### src/rtl/perf_comb_pkg.sv
package perf_comb_pkg;

  localparam int CFG_W   = 64;
  localparam int SEL_W   = 10;
  localparam int OP_W    = 5;
  localparam int NUM_SEL = 4;
  localparam int NUM_OP  = 3;
  localparam int OP_LSB  = 40;
  localparam int OVF_BIT = 63;
  localparam int INH_LSB = 58;
  localparam int INH_W   = 5;

  // bits 57:55 are reserved and read zero
  localparam logic [CFG_W-1:0] CFG_KEEP = ~(64'h7 << 55);

  typedef enum logic [OP_W-1:0] {
    MERGE_OR  = 5'd0,
    MERGE_AND = 5'd1,
    MERGE_XOR = 5'd2,
    MERGE_ADD = 5'd4
  } merge_op_e;

  typedef enum logic [1:0] {
    PRIV_U = 2'd0,
    PRIV_S = 2'd1,
    PRIV_M = 2'd3
  } priv_e;

  function automatic logic op_is_legal(input logic [OP_W-1:0] code);
    return (code == MERGE_OR) || (code == MERGE_AND) ||
           (code == MERGE_XOR) || (code == MERGE_ADD);
  endfunction

endpackage

### src/rtl/perf_evt_select.sv
module perf_evt_select #(
  parameter int NUM_EVENTS = 8,
  parameter int EVT_W      = 6,
  parameter int SEL_W      = 10
) (
  input  logic [SEL_W-1:0]            sel,
  input  logic [NUM_EVENTS*EVT_W-1:0] lanes,
  output logic [EVT_W-1:0]            value
);

  // selector 0 and out-of-range selectors yield zero; s picks lane s-1
  always_comb begin
    value = '0;
    for (int i = 0; i < NUM_EVENTS; i++) begin
      if (sel == SEL_W'(i + 1)) value = lanes[i*EVT_W +: EVT_W];
    end
  end

endmodule

### src/rtl/perf_evt_merge.sv
module perf_evt_merge
  import perf_comb_pkg::*;
#(
  parameter int VAL_W = 8
) (
  input  logic [VAL_W-1:0] a,
  input  logic [VAL_W-1:0] b,
  input  logic [OP_W-1:0]  op,
  output logic [VAL_W-1:0] y
);

  always_comb begin
    unique case (op)
      MERGE_AND: y = a & b;
      MERGE_XOR: y = a ^ b;
      MERGE_ADD: y = a + b;
      MERGE_OR:  y = a | b;
      default:   y = '0;
    endcase
  end

endmodule

### src/rtl/perf_mode_filter.sv
module perf_mode_filter
  import perf_comb_pkg::*;
(
  input  logic [1:0]       priv_mode,
  input  logic             virt_mode,
  input  logic [INH_W-1:0] inh_bits,   // [4]=M [3]=S [2]=U [1]=VS [0]=VU
  input  logic             inhibit_all,
  output logic             count_ok
);

  logic blocked;

  always_comb begin
    case (priv_mode)
      PRIV_M:  blocked = inh_bits[4];
      PRIV_S:  blocked = virt_mode ? inh_bits[1] : inh_bits[3];
      PRIV_U:  blocked = virt_mode ? inh_bits[0] : inh_bits[2];
      default: blocked = 1'b0;
    endcase
    count_ok = !inhibit_all && !blocked;
  end

endmodule

### src/rtl/perf_cfg_reg.sv
module perf_cfg_reg
  import perf_comb_pkg::*;
(
  input  logic             clk,
  input  logic             rst_n,
  input  logic             wr_en,
  input  logic [CFG_W-1:0] wr_data,
  input  logic             hw_ovf,
  output logic [CFG_W-1:0] cfg_q
);

  logic [CFG_W-1:0] cfg_d;

  always_comb begin
    cfg_d = cfg_q;
    if (wr_en) begin
      cfg_d = wr_data & CFG_KEEP;
      for (int k = 0; k < NUM_OP; k++) begin
        if (!op_is_legal(wr_data[OP_LSB + k*OP_W +: OP_W]))
          cfg_d[OP_LSB + k*OP_W +: OP_W] = cfg_q[OP_LSB + k*OP_W +: OP_W];
      end
    end else if (hw_ovf) begin
      cfg_d[OVF_BIT] = 1'b1;
    end
  end

  always_ff @(posedge clk or negedge rst_n) begin
    if (!rst_n) cfg_q <= '0;
    else        cfg_q <= cfg_d;
  end

  for (genvar k = 0; k < NUM_OP; k++) begin : g_op_chk
    a_r4_illegal_op_kept: assert property (@(posedge clk) disable iff (!rst_n)
      (wr_en && !op_is_legal(wr_data[OP_LSB + k*OP_W +: OP_W])) |=>
      (cfg_q[OP_LSB + k*OP_W +: OP_W] == $past(cfg_q[OP_LSB + k*OP_W +: OP_W])));
  end

  a_r9_overflow_sticky: assert property (@(posedge clk) disable iff (!rst_n)
    (cfg_q[OVF_BIT] && !wr_en) |=> cfg_q[OVF_BIT]);

  a_r10_write_sets_flag: assert property (@(posedge clk) disable iff (!rst_n)
    wr_en |=> (cfg_q[OVF_BIT] == $past(wr_data[OVF_BIT])));

endmodule

### src/rtl/perf_combiner_counter.sv
module perf_combiner_counter
  import perf_comb_pkg::*;
#(
  parameter int NUM_EVENTS = 8,
  parameter int EVT_W      = 6,
  parameter int CNT_W      = 64
) (
  input  logic                        clk,
  input  logic                        rst_n,
  input  logic                        cfg_wr_en,
  input  logic [CFG_W-1:0]            cfg_wr_data,
  output logic [CFG_W-1:0]            cfg_rd_data,
  input  logic                        cnt_wr_en,
  input  logic [CNT_W-1:0]            cnt_wr_data,
  output logic [CNT_W-1:0]            cnt_rd_data,
  input  logic [NUM_EVENTS*EVT_W-1:0] evt_values,
  input  logic [1:0]                  priv_mode,
  input  logic                        virt_mode,
  input  logic                        inhibit_all
);

  localparam int RES_W = EVT_W + 2;

  logic [CFG_W-1:0] cfg_q;
  logic [CNT_W-1:0] cnt_q;
  logic [EVT_W-1:0] picked [NUM_SEL];
  logic [RES_W-1:0] partial [2];
  logic [RES_W-1:0] incr;
  logic             count_ok;
  logic             advance;
  logic [CNT_W:0]   sum;
  logic             hw_ovf;

  for (genvar g = 0; g < NUM_SEL; g++) begin : g_sel
    perf_evt_select #(.NUM_EVENTS(NUM_EVENTS), .EVT_W(EVT_W), .SEL_W(SEL_W)) u_sel (
      .sel   (cfg_q[g*SEL_W +: SEL_W]),
      .lanes (evt_values),
      .value (picked[g])
    );
  end

  for (genvar p = 0; p < 2; p++) begin : g_pair
    perf_evt_merge #(.VAL_W(RES_W)) u_pair (
      .a  (RES_W'(picked[2*p])),
      .b  (RES_W'(picked[2*p+1])),
      .op (cfg_q[OP_LSB + p*OP_W +: OP_W]),
      .y  (partial[p])
    );
  end

  perf_evt_merge #(.VAL_W(RES_W)) u_root (
    .a  (partial[0]),
    .b  (partial[1]),
    .op (cfg_q[OP_LSB + 2*OP_W +: OP_W]),
    .y  (incr)
  );

  perf_mode_filter u_filter (
    .priv_mode   (priv_mode),
    .virt_mode   (virt_mode),
    .inh_bits    (cfg_q[INH_LSB +: INH_W]),
    .inhibit_all (inhibit_all),
    .count_ok    (count_ok)
  );

  assign advance = count_ok && (incr != '0);
  assign sum     = {1'b0, cnt_q} + (CNT_W + 1)'(incr);
  assign hw_ovf  = advance && !cnt_wr_en && sum[CNT_W];

  perf_cfg_reg u_cfg (
    .clk     (clk),
    .rst_n   (rst_n),
    .wr_en   (cfg_wr_en),
    .wr_data (cfg_wr_data),
    .hw_ovf  (hw_ovf),
    .cfg_q   (cfg_q)
  );

  always_ff @(posedge clk or negedge rst_n) begin
    if (!rst_n)         cnt_q <= '0;
    else if (cnt_wr_en) cnt_q <= cnt_wr_data;
    else if (advance)   cnt_q <= sum[CNT_W-1:0];
  end

  assign cfg_rd_data = cfg_q;
  assign cnt_rd_data = cnt_q;

  a_r8_write_wins: assert property (@(posedge clk) disable iff (!rst_n)
    cnt_wr_en |=> (cnt_q == $past(cnt_wr_data)));

  a_r6_global_hold: assert property (@(posedge clk) disable iff (!rst_n)
    (inhibit_all && !cnt_wr_en) |=> $stable(cnt_q));

  a_r7_zero_incr_hold: assert property (@(posedge clk) disable iff (!rst_n)
    (incr == '0 && !cnt_wr_en) |=> $stable(cnt_q));

  a_r11_write_no_flag: assert property (@(posedge clk) disable iff (!rst_n)
    (cnt_wr_en && !cfg_wr_en && !cfg_q[OVF_BIT]) |=> !cfg_q[OVF_BIT]);

endmodule

### config.mk
export PLATFORM = sky130hd
export DESIGN_NAME = perf_combiner_counter
export DESIGN_NICKNAME = d
export VERILOG_FILES = /design/src/rtl/perf_comb_pkg.sv /design/src/rtl/perf_evt_select.sv /design/src/rtl/perf_evt_merge.sv /design/src/rtl/perf_mode_filter.sv /design/src/rtl/perf_cfg_reg.sv /design/src/rtl/perf_combiner_counter.sv
export SDC_FILE = /design/constraint.sdc
export NUM_CORES = 1
export LEC_CHECK = 0
export BUFFER_PORTS_ARGS = -buffer_cell sky130_fd_sc_hd__buf_2
export CORE_MARGIN = 3
export CORE_UTILIZATION = 53
export CTS_CLUSTER_DIAMETER = 150
export DETAILED_ROUTE_END_ITERATION = 8
export GPL_TIMING_DRIVEN = 0
export MAX_ROUTING_LAYER = met4
export PLACE_DENSITY = 0.93
export SLEW_MARGIN = 20
export SYNTH_ARGS = -nofsm -noshare
export SYNTH_HDL_FRONTEND = slang
export SYNTH_SLANG_ARGS = --single-unit
### constraint.sdc
create_clock -name clk -period 9.64 [get_ports clk]
set_input_delay 0.482 -clock clk [delete_from_list [all_inputs] [get_ports clk]]
set_output_delay 0.482 -clock clk [all_outputs]
set_load 0.005 [all_outputs]
### After elaboration in Yosys (flattened, before gate mapping)

Cells that the tools add are included.

* register bits after elaboration: 125
* input bits: 184
* output and inout bits: 128
* logic and storage cells: 142

* mux-type cells: 42
* eq/ne operators: 52
* add/sub/neg operators: 4
* bitwise logic cells: 9
* reductions and logical operators: 29

Operator list (number)
* 2-to-1 mux 6 bit: 32
* equality test 10 x 3 -> 1 bit, second input constant: 16
* 2-to-1 mux 64 bit: 2
* one-hot mux 8 bit (4 select lines): 3
* equality test 10 x 2 -> 1 bit, second input constant: 8
* adder 64 x 8 -> 65 bit: 1
* equality test 10 x 1 -> 1 bit, second input constant: 4
* equality test 10 x 4 -> 1 bit, second input constant: 4
* equality test 5 x 1 -> 1 bit, second input constant: 6
* equality test 5 x 2 -> 1 bit, second input constant: 6
* equality test 5 x 3 -> 1 bit, second input constant: 6
* logical NOT 5 bit: 6
* adder 6 x 6 -> 7 bit: 2
* bitwise AND 6 bit: 2
* bitwise OR 6 bit: 2
* bitwise XOR 6 bit: 2
* logical OR 1 bit: 9
* adder 8 bit: 1
* bitwise AND 8 bit: 1
* bitwise OR 8 bit: 1
* nonzero test 8 bit: 1
* bitwise XOR 8 bit: 1
* AND reduction 2 bit: 3
* logical AND 1 bit: 4
* 7 further kinds: 13

### Depth between registers and ports, before layout

* word-level depth: 19
* gate-level depth with buffers: 33
* mapped depth without buffers: 31

### By module

From an unflattened synthesis, not the netlist that was laid out.

* cell total of the unflattened synthesis: 1371
* area total of the unflattened synthesis: 11369.7 um^2

By module, submodules not included
* perf_combiner_counter: times used 1, area an instance 4212.8 um^2, seq. area each 1601.5 um^2, cells each 485
* perf_evt_select: times used 4, area an instance 629.4 um^2, seq. area each 0.0 um^2, cells each 95
* perf_cfg_reg: times used 1, area an instance 2463.6 um^2, seq. area each 1526.5 um^2, cells each 175
* perf_evt_merge (g_pair[0].u_pair ...): times used 2, area an instance 703.2 um^2, seq. area each 0.0 um^2, cells each 110
* perf_evt_merge (u_root): times used 1, area an instance 724.4 um^2, seq. area each 0.0 um^2, cells each 105
* perf_mode_filter: times used 1, area an instance 45.0 um^2, seq. area each 0.0 um^2, cells each 6

### Least setup slack after synthesis

OpenSTA, ideal clock, no wires.

* kind: register -> register
* start point: register u_cfg.cfg_q[25]
* end point: register cnt_q[50], in the netlist cnt_rd_data[50]
* clock period less this slack: 6.771 ns
* arrival: 6.689 ns
* data required time: 9.558 ns
* setup time: 0.082 ns
* buffers on the path: 1
* cell stages (with the launch flop): 31
* slack: 2.869 ns
* cells stage by stage: dfrtp_1 > nor4_1 > nand2_1 > nor4b_1 > a222oi_1 > a21oi_1 > a21oi_1 > a21oi_1 > a221o_1 > ha_1 > a21o_1 > a21o_1 > xor2_1 > a22oi_1 > inv_1 > ha_1 > a21oi_2 > o22ai_1 > or3_1 > a31oi_1 > inv_1 > ha_1 > o21ai_0 > nand2b_1 > a21oi_1 > a21o_1 > buf_2 > nor3_2 > nand2_1 > or4_1 > a31oi_1

* word-level cells in the longest chain between the ends: 16
* elaborated cells between the ends (all ways): 32
* classes of those cells: add/sub: 3; eq/ne: 8; mux: 12; bitwise: 6; reduce/logical: 3

Ends and longest elaborated chain
* from (decl): RTL line perf_cfg_reg.sv:9 `output logic [CFG_W-1:0] cfg_q`
* from (signal assigned): RTL line perf_cfg_reg.sv:29 `else cfg_q <= cfg_d;`
* equality test 10 x 1 -> 1 bit: RTL line perf_evt_select.sv:15 `if (sel == SEL_W'(i + 1)) value = lanes[i*EVT_W +: EVT_W];`
* 2-to-1 mux 6 bit (7 in a row): RTL line perf_evt_select.sv:15
* 2-to-1 mux 6 bit (*): RTL line perf_evt_select.sv:15
* adder 6 x 6 -> 7 bit, or another cell as far along: RTL line perf_evt_merge.sv:16 `MERGE_ADD: y = a + b;`
* one-hot mux 8 bit (4 select lines) (*): RTL line perf_evt_merge.sv:13 `unique case (op)`
* adder 8 bit, or another cell as far along: RTL line perf_evt_merge.sv:16
* one-hot mux 8 bit (4 select lines) (*): RTL line perf_evt_merge.sv:13
* adder 64 x 8 -> 65 bit or nonzero test 8 bit (tied branches): RTL line perf_combiner_counter.sv:67, perf_combiner_counter.sv:66
* 2-to-1 mux 64 bit or logical AND 1 bit (tied branches): RTL line perf_combiner_counter.sv:82, perf_combiner_counter.sv:66
* 2-to-1 mux 64 bit or nonzero test 2 bit (tied branches)
* to (signal assigned): RTL line perf_combiner_counter.sv:81 `else if (cnt_wr_en) cnt_q <= cnt_wr_data;`
* to (signal assigned): RTL line perf_combiner_counter.sv:82 `else if (advance) cnt_q <= sum[CNT_W-1:0];`
* to (decl): RTL line perf_combiner_counter.sv:25 `logic [CNT_W-1:0] cnt_q;`

Every way passes the cells marked *; elsewhere a longest branch is shown, timed or not. The select of a mux whose other input is x is not followed.
A chain may end at the register's enable or synchronous reset.

### Worst setup path in the final report

* start point: register u_cfg.cfg_q[25]
* end point: register u_cfg.cfg_q[63]

* word-level cells in the longest chain between the ends: 18
* elaborated cells between the ends (all ways): 32
* classes of those cells: add/sub: 3; eq/ne: 8; mux: 10; bitwise: 6; reduce/logical: 5

Ends and longest elaborated chain
* equality test 10 x 1 -> 1 bit: RTL line perf_evt_select.sv:15
* 2-to-1 mux 6 bit (7 in a row): RTL line perf_evt_select.sv:15
* 2-to-1 mux 6 bit (*): RTL line perf_evt_select.sv:15
* adder 6 x 6 -> 7 bit, or another cell as far along: RTL line perf_evt_merge.sv:16
* one-hot mux 8 bit (4 select lines) (*): RTL line perf_evt_merge.sv:13
* adder 8 bit, or another cell as far along: RTL line perf_evt_merge.sv:16
* one-hot mux 8 bit (4 select lines) (*): RTL line perf_evt_merge.sv:13
* parallel branches: the longest is 3 deep, another holds adder 64 x 8 -> 65 bit
* logical AND 1 bit (*): RTL line perf_combiner_counter.sv:68 `assign hw_ovf = advance && !cnt_wr_en && sum[CNT_W];`
* nonzero test 2 bit (no source line) (*)

Mark *: on every way between the ends.

==> impl_summary.txt <==
----------------------------------------------------
[Power]
  Areal power density over the cells ... 135 mW/mm²
  LEAKAGE ... 0.00558 µW
  Relative contribution of combinational cells to total power ... 0.219
  Power Internal ... 1110 µW
  Clock network power share ... 0.394
  Switching Power ... 554 µW
  Peak supply drop ... 0.120 mV
  Fraction of power spent switching nets ... 0.332
  Part of the power in registers ... 0.387

[Place]
  Routability-driven placement congestion ratio ... 1.00
  Count of input and output buffers ... 304
  Number of instances in the placed design ... 1,670
  Post-place setup slack ... 1100 ps
  DP HPWL ... 27,900 µm

[Detailed routing]
  Final routed DRC violation total ... 0
  Wirelength, routed ... 35,800 µm
  Via count ... 10,900
  DR vias/cell ... 6.37
  Wire per inst ... 21.0 µm
  Post-route ant nets ... 0
  Length of the first detailed-routing pass in iterations ... 6
  Initial detailed-routing violation count ... 948

[Logic synthesis]
  Post-synthesis instance area ... 0.00987 mm²
  Top flip-flop cell by instance count after synthesis ... dfrtp_1
  Number of storage elements in the synthesis netlist ... 125
  Share of the synthesized area in the top cell type ... 0.317
  Fraction of synthesis flops using an asynchronous set or reset pin ... 1.00
  Number of enable-type register cells in the synthesized netlist ... 0
  Count of distinct cell types in the synthesized netlist ... 75
  Synth area leader ... dfrtp_1
  Ys Warns ... 0
  Mapped Cells ... 1,134
  Top post-synthesis cells by area ... dfrtp_1 32%, mux2_2 7.6%, ha_1 5.8%, o21ai_0 4.5%, nand2_1 3.7%
  Part of the Yosys area used for sequential elements ... 0.317
  Mapped Avg Cell Area ... 8.70 µm²

[Critical path]
  Worst Setup End Kind ... register
  Required @ worst endpoint ... 10,010 ps
  Worst setup path startpoint ... u_cfg.cfg_q[25]
  Critical path class ... register to register
  Max stage delay on crit path ... 920 ps
  Biggest fanout along the worst timing path ... 10
  Worst setup SP type ... register
  Data arrival time of the critical path ... 9090 ps
  Most frequent cell on the critical path ... a21oi_1
  R2r worst-path depth ... 30
  R2R Path Start ... u_cfg.cfg_q[25]
  Endpoint of the lowest-slack register-to-register path ... u_cfg.cfg_q[63]
  Setup slack of the most critical reg-to-reg path ... 920 ps
  Critical path capture point ... u_cfg.cfg_q[63]
  Crit-path slowest cell ... nor4b_1

[Clock network]
  Sinks on Clock Net ... 125
  Number of buffers inserted during clock tree synthesis ... 17
  Clock insertion delay at the later pin of the skew report ... 440 ps
  CTS tree ... yes
  Number of post-CTS setup repair buffers ... 0
  Max H-tree Level ... 4
  Register clock-pin slew on the reported worst setup and hold paths ... 70 ps
  Buffer cell driving the clock tree root ... clkbuf_16
  Longest Clk Path Bufs ... 2
  Number of cells upsized or downsized after cts ... 0

[Layout]
  # nets final ... 1,695
  Commonest non-fill, non-tap cell in the layout ... buf_2
  Area Overhead vs Synth ... 25.2%
  Ratio of cells with drive above 1 in the final layout ... 0.304
  Non-filler instance count after layout ... 1,706
  Top library cells by usage in the layout, fill and taps aside ... 311 x buf_2, 125 x dfrtp_1, 97 x nand2_1

[Run status]
  Result of the run ... completed

[Global route]
  Global-route wire length before repair ... 55,200 µm
  Maximum number of pins on one net before global-route repair ... 96
  Aggregate global-route resource usage ... 0.353
  Antenna violations before repair ... 2
  Aggregate global routing overflow ... 0
  Via count of the first global-routing pass ... 10,600

[STA]
  Fraction of the cycle the final worst path needs ... 0.905
  RSZ-0062 raised after global routing ... false
  Final Setup Violations ... 0
  Smallest setup slack after layout ... 918 ps
  Final worst path period need ... 8720 ps
  Final max-slew violation count ... 0
  Hold Violations, Final ... 0
  Max-Slew Margin vs Limit ... 0.190
  Setup TNS after final layout ... 0 ps
  Worst clock skew ... 17.2 ps
  Actual transition at the worst max-transition pin ... 1200 ps
  Maximum frequency from static timing analysis ... 0.115 GHz

[Min path]
  Type of the most critical hold path ... primary input to register
  Origin of the worst min-delay path ... cfg_wr_data[30]

[Floorplanning]
  Die height ... 142 µm
  Io pins ... 312
  Core region area ... 0.0181 mm²
  Total Die Area ... 0.0203 mm²
  Horizontal die dimension ... 142 µm
  Effective utilization at floorplan ... 0.544
  # rows ... 49

[Flow run]
  Number of max-capacitance violations reported ... 0

----------------------------------------------------
==> flip-flops by register name, indices dropped and copies added, names as in the netlist <==
register	count
cnt_rd_data	64
u_cfg.cfg_q	61
==> worst max-delay path: cells and delay by family, from the launching register on <==
| kind | cells | cell delay [ps] |
|---|---|---|
| AND/OR/NAND/NOR | 7 | 3380 |
| AO/OA/AOI/OAI | 16 | 3360 |
| adder cells (fa/ha/maj) | 3 | 980 |
| flip-flops | 1 | 390 |
| buffers and inverters | 3 | 370 |
| XOR/XNOR | 1 | 150 |
==> layer usage <==
layer	global-route usage	routed length [µm]	vias to the layer above
met4	0.137	1260	0
met5	-	0	-
met1	0.405	13300	5153
met3	0.0702	3340	116
met2	0.607	17900	709
li1	-	-	4887
==> how the worst min path moves through the flow <==
| stage | end | slack (ps) | cells after the start |
|---|---|---|---|
| final | u_cfg.cfg_q[30] | 260 | 3 |
| after detailed placement | cnt_rd_data[1] | 360 | 1 |
| after CTS | u_cfg.cfg_q[30] | 260 | 3 |
| after floorplan | cnt_rd_data[0] | 190 | 0 |
| after global routing | u_cfg.cfg_q[31] | 270 | 2 |
| after global placement | u_cfg.cfg_q[63] | 480 | 1 |
==> cell families after synthesis <==
| family | count (synthesis) | synth area share |
|---|---|---|
| mux | 88 | 0.107 |
| xor+xnor | 28 | 0.0248 |
| compound gates | 330 | 0.226 |
| buf+inv | 119 | 0.0493 |
| other cells | 1 | 0.000380 |
| flops | 125 | 0.317 |
| fa+ha+maj | 53 | 0.0695 |
| simple gates | 390 | 0.206 |
==> Yosys cell counts (17+ instances only) <==
| master | instances |
|---|---|
| o21ai_0 | 88 |
| or3_1 | 24 |
| nor2_1 | 89 |
| nand2_1 | 97 |
| a31oi_1 | 35 |
| inv_1 | 59 |
| nand4_1 | 19 |
| clkbuf_1 | 42 |
| dfrtp_1 | 125 |
| nand3_1 | 19 |
| nor4_1 | 20 |
| a22oi_1 | 33 |
| nor2b_1 | 29 |
| mux2_2 | 67 |
| a21oi_1 | 52 |
| ha_1 | 46 |
| nor3_1 | 17 |
| xor2_1 | 17 |
| a221o_1 | 19 |
==> final cells by class <==
class                           instances  area [µm²]
Antenna cell                            3        7.51
Buffer                                 60         265
Clock buffer                           18         439
Clock inverter                         14         145
Fill cell                            1456        5790
Inverter                               59         221
Multi-Input combinational cell        892        6290
Sequential cell                       125        3130
Tap cell                              229         287
Timing Repair Buffer                  306        1570
==> power groups by stage <==
stage	registers (µW)	clock network, µW	logic (µW)
after floorplan	638	0	183
after global placement	647	0	346
after detailed placement	651	0	358
after CTS	642	658	361
after global routing	652	681	395
final	645	657	365
==> what timing repair did <==
action,CTS,global route
hold buffers,1,0
hold endpoints to repair,30,0
endpoints found under the setup margin,0,0
==> metrics by stage <==
stage	hold WS, ps	instance area [µm²]	total power, µW	util
after global placement	481	11700	993	0.644
after global routing	268	12400	1730	0.681
final	264	12400	1670	0.681
after CTS	256	12300	1660	0.680
after detailed placement	359	11700	1010	0.647
after floorplan	186	9880	821	-
Power figures use the tool's default switching activity.
